File: config.mk
export PLATFORM = sky130hd
export DESIGN_NAME = crit_ctx_save
export DESIGN_NICKNAME = d
export VERILOG_FILES = /design/src/rtl/crit_ctx_pkg.sv /design/src/rtl/crit_ctx_arb.sv /design/src/rtl/crit_ctx_sreg.sv /design/src/rtl/crit_ctx_msr.sv /design/src/rtl/crit_ctx_save.sv
export SDC_FILE = /design/constraint.sdc
export NUM_CORES = 1
export LEC_CHECK = 0
export BUFFER_PORTS_ARGS = -buffer_cell sky130_fd_sc_hd__buf_2
export CAP_MARGIN = 20
export CORE_ASPECT_RATIO = 0.5
export CORE_MARGIN = 2
export CORE_UTILIZATION = 30
export CTS_CLUSTER_SIZE = 16
export DETAILED_ROUTE_END_ITERATION = 10
export SLEW_MARGIN = 30
export SYNTH_ARGS = -nofsm -noshare
export SYNTH_HDL_FRONTEND = slang
export SYNTH_SLANG_ARGS = --single-unit
export TNS_END_PERCENT = 30
File: constraint.sdc
create_clock -name clk_i -period 1.2 [get_ports clk_i]
set_clock_uncertainty 0.2 [all_clocks]
set_input_delay 0.06 -clock clk_i [delete_from_list [all_inputs] [get_ports clk_i]]
set_output_delay 0.06 -clock clk_i [all_outputs]
set_load 0.01 [all_outputs]
File: src/rtl/crit_ctx_pkg.sv
package crit_ctx_pkg;

  typedef enum logic {
    SEL_ADDR  = 1'b0,
    SEL_STATE = 1'b1
  } spr_sel_e;

  typedef struct packed {
    logic cap;
    logic sw;
  } ld_t;

endpackage

File: src/rtl/crit_ctx_arb.sv
module crit_ctx_arb
  import crit_ctx_pkg::*;
(
  input  logic crit_take_i,
  input  logic crit_ret_i,
  input  logic spr_we_i,
  input  logic spr_wsel_i,
  input  logic msr_we_i,
  output ld_t  addr_ld_o,
  output ld_t  state_ld_o,
  output logic msr_clr_o,
  output logic msr_rest_o,
  output logic msr_sw_o,
  output logic redirect_o
);

  logic sel_state;
  assign sel_state = (spr_wsel_i == SEL_STATE);

  // priority: interrupt > return > software
  always_comb begin
    addr_ld_o.cap  = crit_take_i & ~crit_ret_i;
    addr_ld_o.sw   = spr_we_i & ~sel_state & ~crit_take_i;
    state_ld_o.cap = crit_take_i;
    state_ld_o.sw  = spr_we_i & sel_state & ~crit_take_i;
    msr_clr_o      = crit_take_i;
    msr_rest_o     = crit_ret_i & ~crit_take_i;
    msr_sw_o       = msr_we_i & ~crit_take_i & ~crit_ret_i;
    redirect_o     = crit_ret_i & ~crit_take_i;
  end

endmodule

File: src/rtl/crit_ctx_sreg.sv
module crit_ctx_sreg
  import crit_ctx_pkg::*;
#(
  parameter int unsigned     W         = 32,
  parameter logic [W-1:0]    LIVE_MASK = '1
) (
  input  logic         clk_i,
  input  logic         rst_ni,
  input  ld_t          ld_i,
  input  logic [W-1:0] cap_d_i,
  input  logic [W-1:0] sw_d_i,
  output logic [W-1:0] q_o
);

  logic [W-1:0] q_q;

  always_ff @(posedge clk_i or negedge rst_ni) begin
    if (!rst_ni)        q_q <= '0;
    else if (ld_i.cap)  q_q <= cap_d_i & LIVE_MASK;
    else if (ld_i.sw)   q_q <= sw_d_i & LIVE_MASK;
  end

  assign q_o = q_q;

endmodule

File: src/rtl/crit_ctx_msr.sv
module crit_ctx_msr #(
  parameter int unsigned  W         = 32,
  parameter logic [W-1:0] RSVD_MASK = '0,
  parameter logic [W-1:0] KEEP_MASK = '0
) (
  input  logic         clk_i,
  input  logic         rst_ni,
  input  logic         clr_i,
  input  logic         rest_i,
  input  logic         sw_i,
  input  logic [W-1:0] rest_d_i,
  input  logic [W-1:0] sw_d_i,
  output logic [W-1:0] msr_o
);

  localparam logic [W-1:0] LIVE = ~RSVD_MASK;

  logic [W-1:0] msr_q;

  always_ff @(posedge clk_i or negedge rst_ni) begin
    if (!rst_ni)      msr_q <= '0;
    else if (clr_i)   msr_q <= msr_q & KEEP_MASK & LIVE;
    else if (rest_i)  msr_q <= rest_d_i & LIVE;
    else if (sw_i)    msr_q <= sw_d_i & LIVE;
  end

  assign msr_o = msr_q;

endmodule

File: src/rtl/crit_ctx_save.sv
module crit_ctx_save
  import crit_ctx_pkg::*;
#(
  parameter int unsigned     XLEN          = 32,
  parameter int unsigned     ALIGN_BITS    = 2,
  parameter logic [XLEN-1:0] MSR_RSVD_MASK = 32'hFFF8_000F,
  parameter logic [XLEN-1:0] MSR_KEEP_MASK = 32'h0000_1000
) (
  input  logic            clk_i,
  input  logic            rst_ni,
  input  logic            crit_take_i,
  input  logic [XLEN-1:0] crit_addr_i,
  input  logic            crit_ret_i,
  input  logic            spr_we_i,
  input  logic            spr_wsel_i,
  input  logic [XLEN-1:0] spr_wdata_i,
  input  logic            spr_rsel_i,
  output logic [XLEN-1:0] spr_rdata_o,
  input  logic            msr_we_i,
  input  logic [XLEN-1:0] msr_wdata_i,
  output logic [XLEN-1:0] msr_o,
  output logic            fetch_redirect_o,
  output logic [XLEN-1:0] fetch_addr_o
);

  localparam logic [XLEN-1:0] ADDR_MASK  = {{(XLEN-ALIGN_BITS){1'b1}}, {ALIGN_BITS{1'b0}}};
  localparam logic [XLEN-1:0] STATE_MASK = ~MSR_RSVD_MASK;

  ld_t             addr_ld, state_ld;
  logic            msr_clr, msr_rest, msr_sw, redirect;
  logic [XLEN-1:0] sr0_q, sr1_q, msr_q;

  crit_ctx_arb u_arb (
    .crit_take_i (crit_take_i),
    .crit_ret_i  (crit_ret_i),
    .spr_we_i    (spr_we_i),
    .spr_wsel_i  (spr_wsel_i),
    .msr_we_i    (msr_we_i),
    .addr_ld_o   (addr_ld),
    .state_ld_o  (state_ld),
    .msr_clr_o   (msr_clr),
    .msr_rest_o  (msr_rest),
    .msr_sw_o    (msr_sw),
    .redirect_o  (redirect)
  );

  crit_ctx_sreg #(.W(XLEN), .LIVE_MASK(ADDR_MASK)) u_sr0 (
    .clk_i   (clk_i),
    .rst_ni  (rst_ni),
    .ld_i    (addr_ld),
    .cap_d_i (crit_addr_i),
    .sw_d_i  (spr_wdata_i),
    .q_o     (sr0_q)
  );

  // capture sees msr_q before the clear lands on the same edge
  crit_ctx_sreg #(.W(XLEN), .LIVE_MASK(STATE_MASK)) u_sr1 (
    .clk_i   (clk_i),
    .rst_ni  (rst_ni),
    .ld_i    (state_ld),
    .cap_d_i (msr_q),
    .sw_d_i  (spr_wdata_i),
    .q_o     (sr1_q)
  );

  crit_ctx_msr #(
    .W(XLEN), .RSVD_MASK(MSR_RSVD_MASK), .KEEP_MASK(MSR_KEEP_MASK)
  ) u_msr (
    .clk_i    (clk_i),
    .rst_ni   (rst_ni),
    .clr_i    (msr_clr),
    .rest_i   (msr_rest),
    .sw_i     (msr_sw),
    .rest_d_i (sr1_q),
    .sw_d_i   (msr_wdata_i),
    .msr_o    (msr_q)
  );

  assign spr_rdata_o      = (spr_rsel_i == SEL_STATE) ? sr1_q : sr0_q;
  assign msr_o            = msr_q;
  assign fetch_redirect_o = redirect;
  assign fetch_addr_o     = sr0_q;

endmodule

==> results list, run 1 <==
* Flip-flop and latch count after synthesis: 60
- Top cells by area in the synthesized netlist: sky130_fd_sc_hd__dfrtp_1 (41%), sky130_fd_sc_hd__mux2_2 (9.3%), sky130_fd_sc_hd__nor4b_1 (7.5%)
* Endpoint kind of the worst setup timing path: primary output
- Gate count after technology mapping: 367
- Combinational cells account for 30.9% of the total power.
- With fillers left out, the area of the finished cells amounts to 0.00629 mm^2.
- Register-to-Register Setup Slack: -60 ps
- Final worst-path cycle share: 112%
* Shortest clock period the worst path allows after layout: 1340 ps
- The floorplan step defined a die boundary enclosing 0.0131 mm^2.
- Internal: 5.25 mW
* Port bufs: 158
* Average routed wire per standard cell: 16.4 um
- Setup slack on the critical path of the routed design comes to -143 ps.
* Die H: 81.9 um
- Peak clock frequency supported by timing: 744 MHz
- Clock latency on the worst-skew pair, taken at its later pin, is 330 ps.
- Maximum number of pins on one net before global-route repair: 46
- Summed over all layers, the routed wires come to 13.3 mm.
- Htree depth: 3
- Fraction of power consumed by the clock network: 35.7%
- Number of placement rows: 28
- Endpoints failing setup: 68
- Total via count in the routed design: 3870
- Switching power: 2.20 mW
- In the layout the commonest cells are sky130_fd_sc_hd__buf_2 (151), sky130_fd_sc_hd__dlygate4sd3_1 (67), sky130_fd_sc_hd__dfrtp_1 (60).
- Placer's final routability congestion estimate: 0.870
- Clock tree synthesis selected as its root buffer the cell sky130_fd_sc_hd__clkbuf_16.
* RSZ-0062 raised after global routing: true
- In this run the tightest slew margin relative to its limit is 66.2%.
* Wire length of the first global-routing pass: 19.9 mm
- 201 I/O pins were placed.
- Final sum of negative setup slack: -2890 ps
- The final-report max-slew violation count came to 0.
- Cells with a size suffix above 1 make up 49.2% of the layout.
* Class of the most critical hold timing path: input pin to flip-flop
- Post-DP HPWL: 8.59 mm
- CP max FO: 2
- In this run the critical register-to-register path is captured at u_sr1.q_o[11].
- The first detailed-routing pass ran for 5 iterations.
- Data arrives at the worst endpoint at 1080 ps.
* Fraction of synthesized cell area taken by the top area cell type: 41.3%
- For hold timing, the worst endpoint is u_sr1.q_o[4].
* Via count of the first global-routing pass: 3802
- Number of warnings issued by yosys: 0
- TritonCTS buffer count: 9
* Net count, final: 743
- TritonCTS built the clock tree.
- Placed Area: 0.00485 mm^2
- The setup path with the least slack is of type flip-flop to primary output.
* Critical register-to-register path startpoint: u_msr.msr_o[11]
- Violated checks: hold timing, setup timing
* Number of antenna-violating nets in the routed design: 0
- In this run switching power makes up 29.5% of total power.
- The worst hold path passes through 3 cells.
- P_leak: 2.99 nW
* Combined area of all synthesized cells: 0.00364 mm^2
- GRT Total Usage: 19.7%
- Across the VDD grid, the largest voltage drop is 0.686 mV.
* Sequential element share of the synthesized area: 41.3%
- Transition time at the pin with the least slew margin: 507 ps
* Biggest area consumer among synthesized cells: sky130_fd_sc_hd__dfrtp_1
- Dividing the detail-routed via count by the number of cells gives 4.78.
- Hold WS: -75.7 ps
- Total clock sinks: 60
- The worst hold path begins at spr_wdata_i[4].
* Number of cells after detailed placement: 691
* Count of antenna diodes in the layout: 0
- Number of endpoints with negative hold slack in the final report: 13
- Multi-input gate area in the final layout: 0.00190 mm^2
- Once layout is complete, the utilization of the core stands at 53.3%.
- Mean Syn Cell Area: 9.91 um^2
- Most common cell after layout, fill and taps aside: sky130_fd_sc_hd__buf_2
- In this run, flip-flops and latches consume 33.5% of the power.
- Crit start category: flip-flop
* FF-to-FF path depth: 2
* Longest Clk Path Bufs: 2
- The die is 160 um wide.
- Pwr Density: 1180 mW/mm^2
* Number of fill cells in the layout: 1053
* Number of different library cells in the post-synthesis netlist: 21
* Synthesis-to-finish area growth: 72.9%
- Effective utilization at floorplan: 30.8%
- Run status: finished, violations left
- Number of remaining DRC errors: 0
- Worst Path Required: 940 ps
* Storage cell area: 0.00150 mm^2
* Clock input transition at the sequential cells of the worst setup and hold paths: 60 ps
* Core ar.: 0.0118 mm^2
* Final instance count without filler cells: 809
- Total overflow reported by the global router: 0
* Number of antenna violations at the first check in global routing: 0
* Number of violations of the max-capacitance limit: 0
- The first routing iteration left 165 violations.
## power by group through the flow
stage          combinational [mW]  sequential (mW)  clock, mW
6_report                     2.30             2.49       2.66
4_1_cts                      2.21             2.47       2.69
2_1_floorplan               0.880             2.56          0
3_3_place_gp                 1.72             2.50          0
3_5_place_dp                 1.74             2.50          0
5_1_grt                      2.47             2.52       2.77
## logic make-up (layout without fill, tap and decap cells)
family / Yosys count / in the layout / share of synthesized area [%]
AND/OR/NAND/NOR: 109 / 109 / 19.9
buffers and inverters: 91 / 348 / 12.7
AO/OA/AOI/OAI: 62 / 62 / 12.8
flip-flops: 60 / 60 / 41.3
multiplexers: 44 / 44 / 13.1
other: 1 / 21 / 0.103
## registers in the layout, summed over array words and instances (netlist names)
signal	cells
u_sr0.q_o	30
u_sr1.q_o	15
u_msr.msr_o	15
## worst max path at each step
| stage | from | end | slack (ps) |
|---|---|---|---|
| floorplan | u_msr.msr_o[12] | u_sr1.q_o[12] | -30 |
| global route | u_sr0.q_o[5] | spr_rdata_o[5] | -150 |
| detailed placement | crit_take_i | u_sr0.q_o[2] | -270 |
| global placement | crit_take_i | u_sr0.q_o[20] | -170 |
| finish | u_sr0.q_o[5] | spr_rdata_o[5] | -140 |
| CTS | u_sr0.q_o[6] | spr_rdata_o[6] | -90 |
## cells in the mapped netlist, drive strengths merged
library cell and n:
buf 33, nor2 16, nand2 15, o21bai 1, a311oi 30, nand2b 1, o21ai 15, clkbuf 26
mux2i 14, a21oi 1, nor3b 31, a211oi 15, inv 32, nor2b 14, mux2 30, dfrtp 60
conb 1, or3b 1, nor4b 31
## final cells by class
cell class / count / area share, %
clock buffers: 12 / 4.08
repair buffers: 300 / 35.9
clock inverters: 4 / 0.756
multi-input cells: 236 / 30.2
inverters: 32 / 1.91
well taps: 165 / 3.28
flip-flops and latches: 60 / 23.9
## metrics by stage
stage	setup WS [ps]	total power [mW]
2_1_floorplan	-29.6	3.44
3_3_place_gp	-169	4.23
3_5_place_dp	-266	4.24
4_1_cts	-94.0	7.36
5_1_grt	-154	7.76
6_report	-143	7.45
## worst max-delay path, stage by stage, from the launching register on
cell and delay (ps):
sky130_fd_sc_hd__dfrtp_1 390, sky130_fd_sc_hd__inv_2 60, sky130_fd_sc_hd__o21ai_2 140, sky130_fd_sc_hd__buf_2 140
## per-layer routing
| layer | vias to the layer above | global-route usage (%) | wire length (um) |
|---|---|---|---|
| met5 | - | 0 | 0 |
| met4 | 0 | 6.91 | 245 |
| li1 | 1836 | - | - |
| met2 | 140 | 34.1 | 6490 |
| met1 | 1873 | 25.0 | 5840 |
| met3 | 21 | 4.14 | 701 |
## what timing repair did
item / in CTS / in global routing
setup buffers: 23 / 4
hold buffers: 77 / 2
endpoints found under the hold margin: 120 / 15
endpoints found under the setup margin: 57 / 82
gates resized for setup: 47 / 43
pin swaps: 5 / 3
(Power assumes the default switching activity.)
==> run 2, diff against run 1 <==
Settings changed: CORE_UTILIZATION 30 to 41, PLACE_DENSITY set to 0.78.
==> run 2 against run 1 <==
  * The run still ends with hold timing, setup timing left
  * Die area shrank 26%
  * Largest cell class unchanged
  * Highest routed layer unchanged
  * Critical endpoint is now spr_rdata_o[8]
  * Worst hold slack lost 16 ps
  * Final cell count shrank 7.8%
  * Wire length grew 15%
==> results list, run 2 (synthesis gave the netlist of run 1 again) <==
* Net count, final: 728
- Post-CTS Hold Buffers: 71
* Final sum of negative setup slack: -3380 ps
- Core ar.: 0.00865 mm^2
- The worst path in the final design needs a cycle of 1350 ps, including I/O delays and setup.
- TritonCTS buffer count: 9
- Transition time at the pin with the least slew margin: 569 ps
- The first global-routing pass estimated 22.9 mm of wire.
- Worst Path Required: 940 ps
- Once the floorplan was initialized, standard cells occupied 42.1% of the core.
- Entering global routing, the biggest net connects 46 pins.
* Port bufs: 158
- P_leak: 2.91 nW
- Final Max Slew Viols: 0
* Number of fill cells in the layout: 541
- Clock latency on the worst-skew pair: 330 ps
* Total clock sinks: 60
* Number of antenna-violating nets in the routed design: 0
- Longest Clk Path Bufs: 2
* Full die area: 0.00969 mm^2
* Most common cell after layout, fill and taps aside: sky130_fd_sc_hd__buf_2
- In the final layout, the multi-input gates occupy 0.00190 mm^2.
- The via count of the first global-routing pass is 4255.
- The completed layout was analyzed and its total power is 7.60 mW.
* Slowest stage cell, crit path: sky130_fd_sc_hd__dfrtp_1
- The run finished, with violations left.
* Peak clock frequency supported by timing: 738 MHz
- In this run the power density over the cells is 1260 mW/mm^2.
- DR vias/cell: 5.87
- Ports placed on the boundary: 201
- Commonest cells after routing, fill and taps aside: sky130_fd_sc_hd__buf_2 (155), sky130_fd_sc_hd__dlygate4sd3_1 (60), sky130_fd_sc_hd__dfrtp_1 (60)
* Endpoint kind of the worst setup timing path: primary output
* Die Width: 137 um
* Hold WS: -91.5 ps
* Crit path setup slack, layout: -155 ps
- After detailed routing, the average wire length per cell comes to 20.4 um.
- Violated checks: hold timing, setup timing
- Global routing finished with a remaining overflow of 0.
* Post-route design area: 0.00604 mm^2
- GRT Total Usage: 30.7%
- Crit start category: flip-flop
- The register with the most flip-flops in the layout has 30 of them.
* Number of violations of the max-capacitance limit: 0
- Number of endpoints with negative hold slack in the final report: 18
- Once layout is complete, the utilization of the core stands at 69.8%.
- Compared with the post-synthesis result, the final layout area differs by 65.9%.
* Class of the most critical hold timing path: input pin to flip-flop
* Critical path class: flip-flop to primary output
* RSZ-0062 raised after global routing: true
* Number of antenna violations at the first check in global routing: 0
- The count of cells in the finished layout, fillers not included, comes to 746.
- Setup violations remaining at the end of the flow were counted as 64.
- Storage cell area: 0.00150 mm^2
- The final critical path takes up 113% of the cycle.
* Number of remaining DRC errors: 0
* Placed Area: 0.00472 mm^2
- Pre-Repair DR Iteration Count: 5
* Total via count in the routed design: 4376
- The final layout contains routed wiring with a total length of 15.2 mm.
* Htree depth: 3
- Minimum setup slack after placement: -217 ps
- In this run the vertical extent of the chip is 70.6 um.
- The wire-length estimate of the detail-placed layout is 7.99 mm.
- Placer's final routability congestion estimate: 0.936
- Clock input transition at the sequential cells of the worst setup and hold paths: 50 ps
- Once placement completed, the tool counted placed cells totaling 638.
- Ordered list of cells on the worst path: inv_2 -> o21ai_1 -> buf_2
- Along the worst path, the maximum fanout reaches 2.
- 0 antenna diodes ended up in the layout.
- Max stage delay on crit path: 380 ps
- Layout cells sized above 1: 49.3%
- Worst voltage drop across the vdd grid: 0.776 mV
* Data arrival time of the critical path: 1090 ps
- Normalized max-slew margin: 62.0%
* CTS Root Cell: sky130_fd_sc_hd__clkbuf_16
* Number of placement rows: 24
* TritonCTS clock tree: yes
* DRC violation total after the first TritonRoute iteration: 589
run 2: power breakdown:
group,internal [mW],switching (mW)
clock,1.82,0.970
combinational,1.16,1.13
sequential,2.29,0.229
total,5.27,2.33
run 2: what timing repair did:
item | CTS | global route
endpoints found under the hold margin | 120 | 15
buffers inserted | 16 | 8
endpoints found under the setup margin | 54 | 82
gates cloned | 0 | 0
resized for setup | 33 | 45
pin swaps | 5 | 2
run 2: metal layers:
metal  part of all wire [%]  up-vias  track usage (%)  wire, um
li1                       -     1802                -         -
met3                    9.6       80             6.81      1470
met4                    4.4        0             13.5       677
met1                     38     2119             39.8      5860
met2                     47      375             50.0      7230
met5                      0        -                0         0
run 2: layout make-up:
class                      count  area share (%)
timing repair buffer         285            34.0
tap                          117            2.43
sequential                    60            24.9
clock inverter                 6            1.45
clock buffer                  10            3.79
multi-input combinational    236            31.4
inverter                      32            1.99
run 2: worst max-delay path, delay by kind of cell, from the launching register on:
family / cells / cell delay (ps)
buf+inv: 2 / 230
flops: 1 / 380
compound gates: 1 / 170
run 2: worst paths after layout:
kind / startpoint / to / slack (ps) / depth (start not counted)
worst max-delay path: u_sr0.q_o[8] / spr_rdata_o[8] / -150 / 3
worst min-delay path: spr_wdata_i[20] / u_sr0.q_o[20] / -90 / 3
worst max register to register: u_msr.msr_o[4] / u_sr1.q_o[4] / -80 / 2
worst min register to register: u_sr1.q_o[12] / u_sr1.q_o[12] / 350 / 1
max in group asynchronous: rst_ni / u_msr.msr_o[4] / 440 / 3
min in group asynchronous: rst_ni / u_sr0.q_o[27] / -60 / 2
